[src/rtl/zdf_pkg.sv]
package zdf_pkg;
  localparam int NUM_DAC   = 4;
  localparam int SMP_W     = 24;
  localparam int ZERO_RUN  = 1024;
  localparam int SEL_W     = 3;
  localparam int NUM_CH    = 2 * NUM_DAC;

  typedef enum logic [SEL_W-1:0] {
    SEL_ALL  = 3'd0,
    SEL_DAC0 = 3'd1,
    SEL_DAC1 = 3'd2,
    SEL_DAC2 = 3'd3,
    SEL_DAC3 = 3'd4
  } sel_code_e;
endpackage

[src/rtl/zdf_chan_ctr.sv]
module zdf_chan_ctr #(
  parameter int SMP_W    = 24,
  parameter int ZERO_RUN = 1024
) (
  input  logic             clk,
  input  logic             rst_n,
  input  logic             valid_i,
  input  logic [SMP_W-1:0] data_i,
  output logic             zero_o
);
  localparam int CW = $clog2(ZERO_RUN + 1);
  localparam logic [CW-1:0] LIMIT = CW'(ZERO_RUN);

  logic [CW-1:0] run_q;
  logic          is_zero;

  assign is_zero = (data_i == '0);

  always_ff @(posedge clk) begin
    if (!rst_n) begin
      run_q <= '0;
    end else if (valid_i) begin
      if (!is_zero)
        run_q <= '0;
      else if (run_q != LIMIT)
        run_q <= run_q + 1'b1;
    end
  end

  assign zero_o = (run_q == LIMIT);

  // the run never goes past the threshold
  p_sat_r4: assert property (@(posedge clk) disable iff (!rst_n)
    run_q <= LIMIT);

  // a taken nonzero sample empties the run
  p_clear_r2: assert property (@(posedge clk) disable iff (!rst_n)
    (valid_i && !is_zero) |=> (run_q == '0));

  // idle cycles leave the run untouched
  p_hold_r3: assert property (@(posedge clk) disable iff (!rst_n)
    (!valid_i && $past(rst_n)) |=> $stable(run_q));

  // once at the limit, further zeros keep the report up
  p_keep_r4: assert property (@(posedge clk) disable iff (!rst_n)
    (zero_o && (!valid_i || is_zero)) |=> zero_o);
endmodule

[src/rtl/zdf_dac_unit.sv]
module zdf_dac_unit #(
  parameter int SMP_W    = 24,
  parameter int ZERO_RUN = 1024
) (
  input  logic               clk,
  input  logic               rst_n,
  input  logic [1:0]         valid_i,
  input  logic [2*SMP_W-1:0] data_i,
  input  logic               pd_i,
  input  logic               mute_i,
  output logic               flag_o
);
  logic [1:0] ch_zero;

  for (genvar s = 0; s < 2; s++) begin : g_side
    zdf_chan_ctr #(
      .SMP_W   (SMP_W),
      .ZERO_RUN(ZERO_RUN)
    ) ctr_i (
      .clk    (clk),
      .rst_n  (rst_n),
      .valid_i(valid_i[s]),
      .data_i (data_i[s*SMP_W +: SMP_W]),
      .zero_o (ch_zero[s])
    );
  end

  assign flag_o = (&ch_zero) | pd_i | mute_i;

  // a powered-down or muted DAC always flags
  p_force_r6: assert property (@(posedge clk) disable iff (!rst_n)
    (pd_i || mute_i) |-> flag_o);

  // an unforced DAC flags only when both sides are idle
  p_both_r5: assert property (@(posedge clk) disable iff (!rst_n)
    (!pd_i && !mute_i && flag_o) |-> (ch_zero == 2'b11));
endmodule

[src/rtl/zdf_out_sel.sv]
module zdf_out_sel #(
  parameter int NUM_DAC = 4,
  parameter int SEL_W   = 3
) (
  input  logic               clk,
  input  logic               rst_n,
  input  logic [SEL_W-1:0]   sel_i,
  input  logic [NUM_DAC-1:0] dac_flag_i,
  output logic               flag_o
);
  logic pick;
  logic flag_q;

  always_comb begin
    pick = 1'b0;
    if (sel_i == '0)
      pick = &dac_flag_i;
    for (int i = 0; i < NUM_DAC; i++)
      if (sel_i == SEL_W'(i + 1))
        pick = dac_flag_i[i];
  end

  always_ff @(posedge clk) begin
    if (!rst_n)
      flag_q <= 1'b0;
    else
      flag_q <= pick;
  end

  assign flag_o = flag_q;

  // reserved codes hold the pin low
  p_forced_r8: assert property (@(posedge clk) disable iff (!rst_n)
    (sel_i > SEL_W'(NUM_DAC)) |=> !flag_o);

  // the combined code follows the AND of all DACs one cycle later
  p_all_r7: assert property (@(posedge clk) disable iff (!rst_n)
    (sel_i == '0) |=> (flag_o == $past(&dac_flag_i)));
endmodule

[src/rtl/zero_flag_monitor.sv]
module zero_flag_monitor
  import zdf_pkg::*;
#(
  parameter int NDAC   = NUM_DAC,
  parameter int W      = SMP_W,
  parameter int THRESH = ZERO_RUN,
  parameter int SW     = SEL_W
) (
  input  logic              clk,
  input  logic              rst_n,
  input  logic [2*NDAC-1:0] smp_valid,
  input  logic [2*NDAC*W-1:0] smp_data,
  output logic [2*NDAC-1:0] smp_ready,
  input  logic [NDAC-1:0]   dac_pd,
  input  logic [NDAC-1:0]   dac_mute,
  input  logic [SW-1:0]     flag_sel,
  output logic              zero_flag_o
);
  localparam int NCH = 2 * NDAC;

  logic [NDAC-1:0] dac_flag;
  logic [NCH-1:0]  take;

  assign smp_ready = {NCH{rst_n}};
  assign take      = smp_valid & smp_ready;

  for (genvar d = 0; d < NDAC; d++) begin : g_dac
    zdf_dac_unit #(
      .SMP_W   (W),
      .ZERO_RUN(THRESH)
    ) unit_i (
      .clk    (clk),
      .rst_n  (rst_n),
      .valid_i(take[2*d +: 2]),
      .data_i (smp_data[2*d*W +: 2*W]),
      .pd_i   (dac_pd[d]),
      .mute_i (dac_mute[d]),
      .flag_o (dac_flag[d])
    );
  end

  zdf_out_sel #(
    .NUM_DAC(NDAC),
    .SEL_W  (SW)
  ) sel_i (
    .clk       (clk),
    .rst_n     (rst_n),
    .sel_i     (flag_sel),
    .dac_flag_i(dac_flag),
    .flag_o    (zero_flag_o)
  );

  // the sink never stalls
  p_ready_r10: assert property (@(posedge clk) disable iff (!rst_n)
    smp_ready == {NCH{1'b1}});

  // the pin is low on the first cycle after reset
  p_rstlow_r9: assert property (@(posedge clk)
    !rst_n |=> !zero_flag_o);
endmodule

[config.mk]
export PLATFORM = sky130hd
export DESIGN_NAME = zero_flag_monitor
export DESIGN_NICKNAME = d
export VERILOG_FILES = /design/src/rtl/zdf_pkg.sv /design/src/rtl/zdf_chan_ctr.sv /design/src/rtl/zdf_dac_unit.sv /design/src/rtl/zdf_out_sel.sv /design/src/rtl/zero_flag_monitor.sv
export SDC_FILE = /design/constraint.sdc
export NUM_CORES = 1
export LEC_CHECK = 0
export CAP_MARGIN = 25
export CORE_MARGIN = 2
export CORE_UTILIZATION = 45
export CTS_CLUSTER_DIAMETER = 100
export DETAILED_ROUTE_END_ITERATION = 10
export MAX_ROUTING_LAYER = met4
export PLACE_DENSITY = 0.86
export SLEW_MARGIN = 20
export SYNTH_ARGS = -nofsm -noshare
export SYNTH_HDL_FRONTEND = slang
export SYNTH_SLANG_ARGS = --single-unit
[constraint.sdc]
create_clock -name clk -period 4.2 [get_ports clk]
set_input_delay 0.63 -clock clk [delete_from_list [all_inputs] [get_ports clk]]
set_output_delay 0.63 -clock clk [all_outputs]
set_load 0.01 [all_outputs]
==> impl_metrics.csv <==
group,metric,value,unit
grt,grt_pass1_vias,5273,
yosys,syn_nets,829,
floorplan,die_x,108,microns
yosys,syn_area,4880,sq um
critical_path,cp_max_fo,28,
yosys,synth.distinct_cells,42,
floorplan,dieArea,11700,sq um
yosys,synth_fa_ha_area_share,4.11,%
route,first_pass_iters,4,
critical_path,endpoint,"sel_i.flag_o",
floorplan,core,10700,sq um
route,routed_via_density,5.50,
placement,portBuffers,221,
yosys,yosys.area_share.simple,34.7,%
grt,grt-ovfl-total,0,
yosys,yosysMostFrequentCell,"nor2_1",
cts,cts_root_buffer,"clkbuf_8",
floorplan,die_y,108,microns
critical_path,cp_data_required_time,4.44,ns
cts,cts.sinks,89,
grt,grt.total_usage,25.2,%
sta,finalCriticalPeriod,2.57,ns
grt,antenna_found_initial,0,
min_path,hp-class,"reg -> reg",
yosys,synth.avg_cell_area,8.13,sq um
yosys,synthXorXnorAreaFrac,10.6,%
cts,clkLatencyLatePin,0.35,ns
yosys,synth_top_area_share,36.5,%
yosys,synth_top_family_by_area,"simple AND/OR/NAND/NOR gates",
yosys,synth_area_leaders,"dfxtp_1 37%, nor4_1 8.1%, nor2_1 7.2%",
sta,final-setup-viol-count,0,
floorplan,io_pins,222,
floorplan,initial_core_util,45.6,%
critical_path,ff2ff_path_depth,5,
sta,max_freq,389,MHz
pwr,pwr_density_cell,221,nW/um^2
cts,cts_buffers,9,
sta,slew_violations,0,
layout,syn2layout_area_growth,50.7,%
yosys,synthArstFlopShare,0,%
sta,hold_viol,0,
critical_path,reg2reg_to,"sel_i.flag_o",
yosys,synthTopCellsByCount,"94 x nor2_1, 89 x dfxtp_1, 63 x nor4_1",
outcome,run_status,"completed",
cts,cts_tree,"built",
cts,cts_setup_buffers,0,
critical_path,reg2reg_from,"g_dac[3].unit_i.g_side[1].ctr_i.run_q[6]",
critical_path,cp_slowest_stage_delay,0.73,ns
flow_run,drv_cap,0,
route,wl,14400,microns
critical_path,cp_slowest_cell,"clkinv_1",
grt,grt_pass1_wl,23000,microns
layout,final_nets,1048,
sta,worstMarginPinSlew,0.805,ns
cts,path_clk_slew,0.08,ns
placement,gp_congestion,0.858,
pwr,finalPower,1.63,mW
yosys,ys.flop_type,"dfxtp_1",
yosys,ys_seq_area_share,36.5,%
layout,antenna_cells,0,
yosys,synth_compound_area_share,9.96,%
route,wire_per_inst,14.9,microns
critical_path,critPathLaunch,"rst_n",
floorplan,row_count,38,
critical_path,cp-end-kind,"flop",
critical_path,path_class,"in -> reg",
yosys,synth_edf_count,0,
critical_path,reg2reg_slack,2.31,ns
critical_path,path_cells,"clkdlybuf4s50_1 -> buf_4 -> clkinv_1 -> a311oi_2",
pwr,vdd_drop_max,0.149,mV
route,num_vias,5298,
critical_path,arrival,2.81,ns
route,drc,0,
sta,clock_skew,0.0107,ns
cts,h-tree-depth,3,
sta,finalCritPeriodShare,61.3,%
grt,grt_max_degree,29,
placement,dp_hpwl,12000,microns
sta,rsz0062_at_grt,"no",
route,drtAntennaViolNets,0,
critical_path,worst_setup_path_start_kind,"input pin",
cts,cts_hold_buf,0,
yosys,synthMuxAreaShare,0.205,%
pwr,p_leak,2.44,nW
route,drtIter0Drc,207,
cts,cts_max_path_buffers,2,
yosys,synthCells,600,
yosys,yosysTopAreaCell,"dfxtp_1",
cts,ctsResizeCount,0,
yosys,ys_warn_count,0,
sta,max_slew_margin,46.0,%
sta,finalSetupTns,0,ns
layout,final_layout_size_suffix_gt1_share,2.79,%
yosys,ys_ff_latch,89,
==> final cells by class <==
type / count / area, sq um
tap: 140 / 175
sequential: 89 / 1780
multi-input combinational: 469 / 2900
fill: 848 / 3350
inverter: 28 / 105
timing repair buffer: 222 / 2220
clock inverter: 2 / 13.8
clock buffer: 13 / 149
==> how the worst min path moves through the flow <==
stage,end,depth (start not counted),startpoint,slack (ns)
2_1_floorplan,g_dac[1].unit_i.g_side[0].ctr_i.run_q[0],2,g_dac[1].unit_i.g_side[0].ctr_i.run_q[0],0.45
3_3_place_gp,g_dac[1].unit_i.g_side[0].ctr_i.run_q[0],2,g_dac[1].unit_i.g_side[0].ctr_i.run_q[0],0.46
3_5_place_dp,g_dac[2].unit_i.g_side[1].ctr_i.run_q[0],2,g_dac[2].unit_i.g_side[1].ctr_i.run_q[0],0.47
4_1_cts,g_dac[2].unit_i.g_side[1].ctr_i.run_q[0],2,g_dac[2].unit_i.g_side[1].ctr_i.run_q[0],0.48
5_1_grt,g_dac[2].unit_i.g_side[1].ctr_i.run_q[0],2,g_dac[2].unit_i.g_side[1].ctr_i.run_q[0],0.50
6_report,g_dac[2].unit_i.g_side[1].ctr_i.run_q[0],2,g_dac[2].unit_i.g_side[1].ctr_i.run_q[0],0.49
==> cells in the final DEF (no fill, tap or decap), drive strengths merged, types with 2 or more instances in the layout <==
master and count:
clkdlybuf4s50 221, nor2 94, dfxtp 89, nor4 66
nand2 57, xor2 40, nand4 38, inv 28
xnor2 19, nand3 18, o21ai 18, a21oi 17
and3 16, ha 16, clkbuf 13, o31ai 11
a22oi 9, nand3b 8, a211oi 7, nor3 7
and4 7, nor4b 5, o211ai 3, or3 2
clkinv 2
==> per-layer routing <==
layer | vias up | part of all wire (%) | track usage, % | routed length, microns
met1 | 2464 | 40 | 27.1 | 5750
met2 | 172 | 53 | 47.3 | 7580
li1 | 2636 | - | - | -
met4 | 0 | 2.2 | 8.79 | 319
met3 | 26 | 5.1 | 3.13 | 731
met5 | - | 0 | - | 0
==> worst max-delay path: cells and delay by family <==
family                 cells  cell delay, ns
buffers and inverters      3            1.74
AOI/OAI and AO/OA          1            0.44
==> report_power, final <==
group	internal (mW)	switching [mW]	leakage (nW)
logic	0.193	0.0751	1.64
clock network	0.230	0.285	0.0839
registers	0.843	0.000303	0.717
==> through the flow <==
| stage | hold WS [ns] | instances | cell area [sq um] | utilization, % | setup WS [ns] |
|---|---|---|---|---|---|
| floorplan | 0.449 | 600 | 4880 | - | 2.30 |
| global placement | 0.459 | 948 | 7190 | 67.2 | 1.38 |
| detailed placement | 0.471 | 948 | 7190 | 67.2 | 1.28 |
| CTS | 0.483 | 963 | 7350 | 68.7 | 1.63 |
| global route | 0.498 | 963 | 7350 | 68.7 | 1.45 |
| finish | 0.485 | 963 | 7350 | 68.7 | 1.63 |
==> flip-flops by register name (all words and copies together), names as in the netlist <==
signal and cells:
sel_i.flag_o 1, g_dac.unit_i.g_side.ctr_i.run_q 88
==> cells by family (layout without fill, tap and decap cells) <==
kind of cell             Yosys count  in the layout
AO/OA/AOI/OAI                     72             72
XOR/XNOR                          59             59
adder cells (fa/ha/maj)           16             16
buffers and inverters             42            265
flip-flops                        89             89
multiplexers                       1              1
AND/OR/NAND/NOR                  321            321
Power figures use the tool's default switching activity.
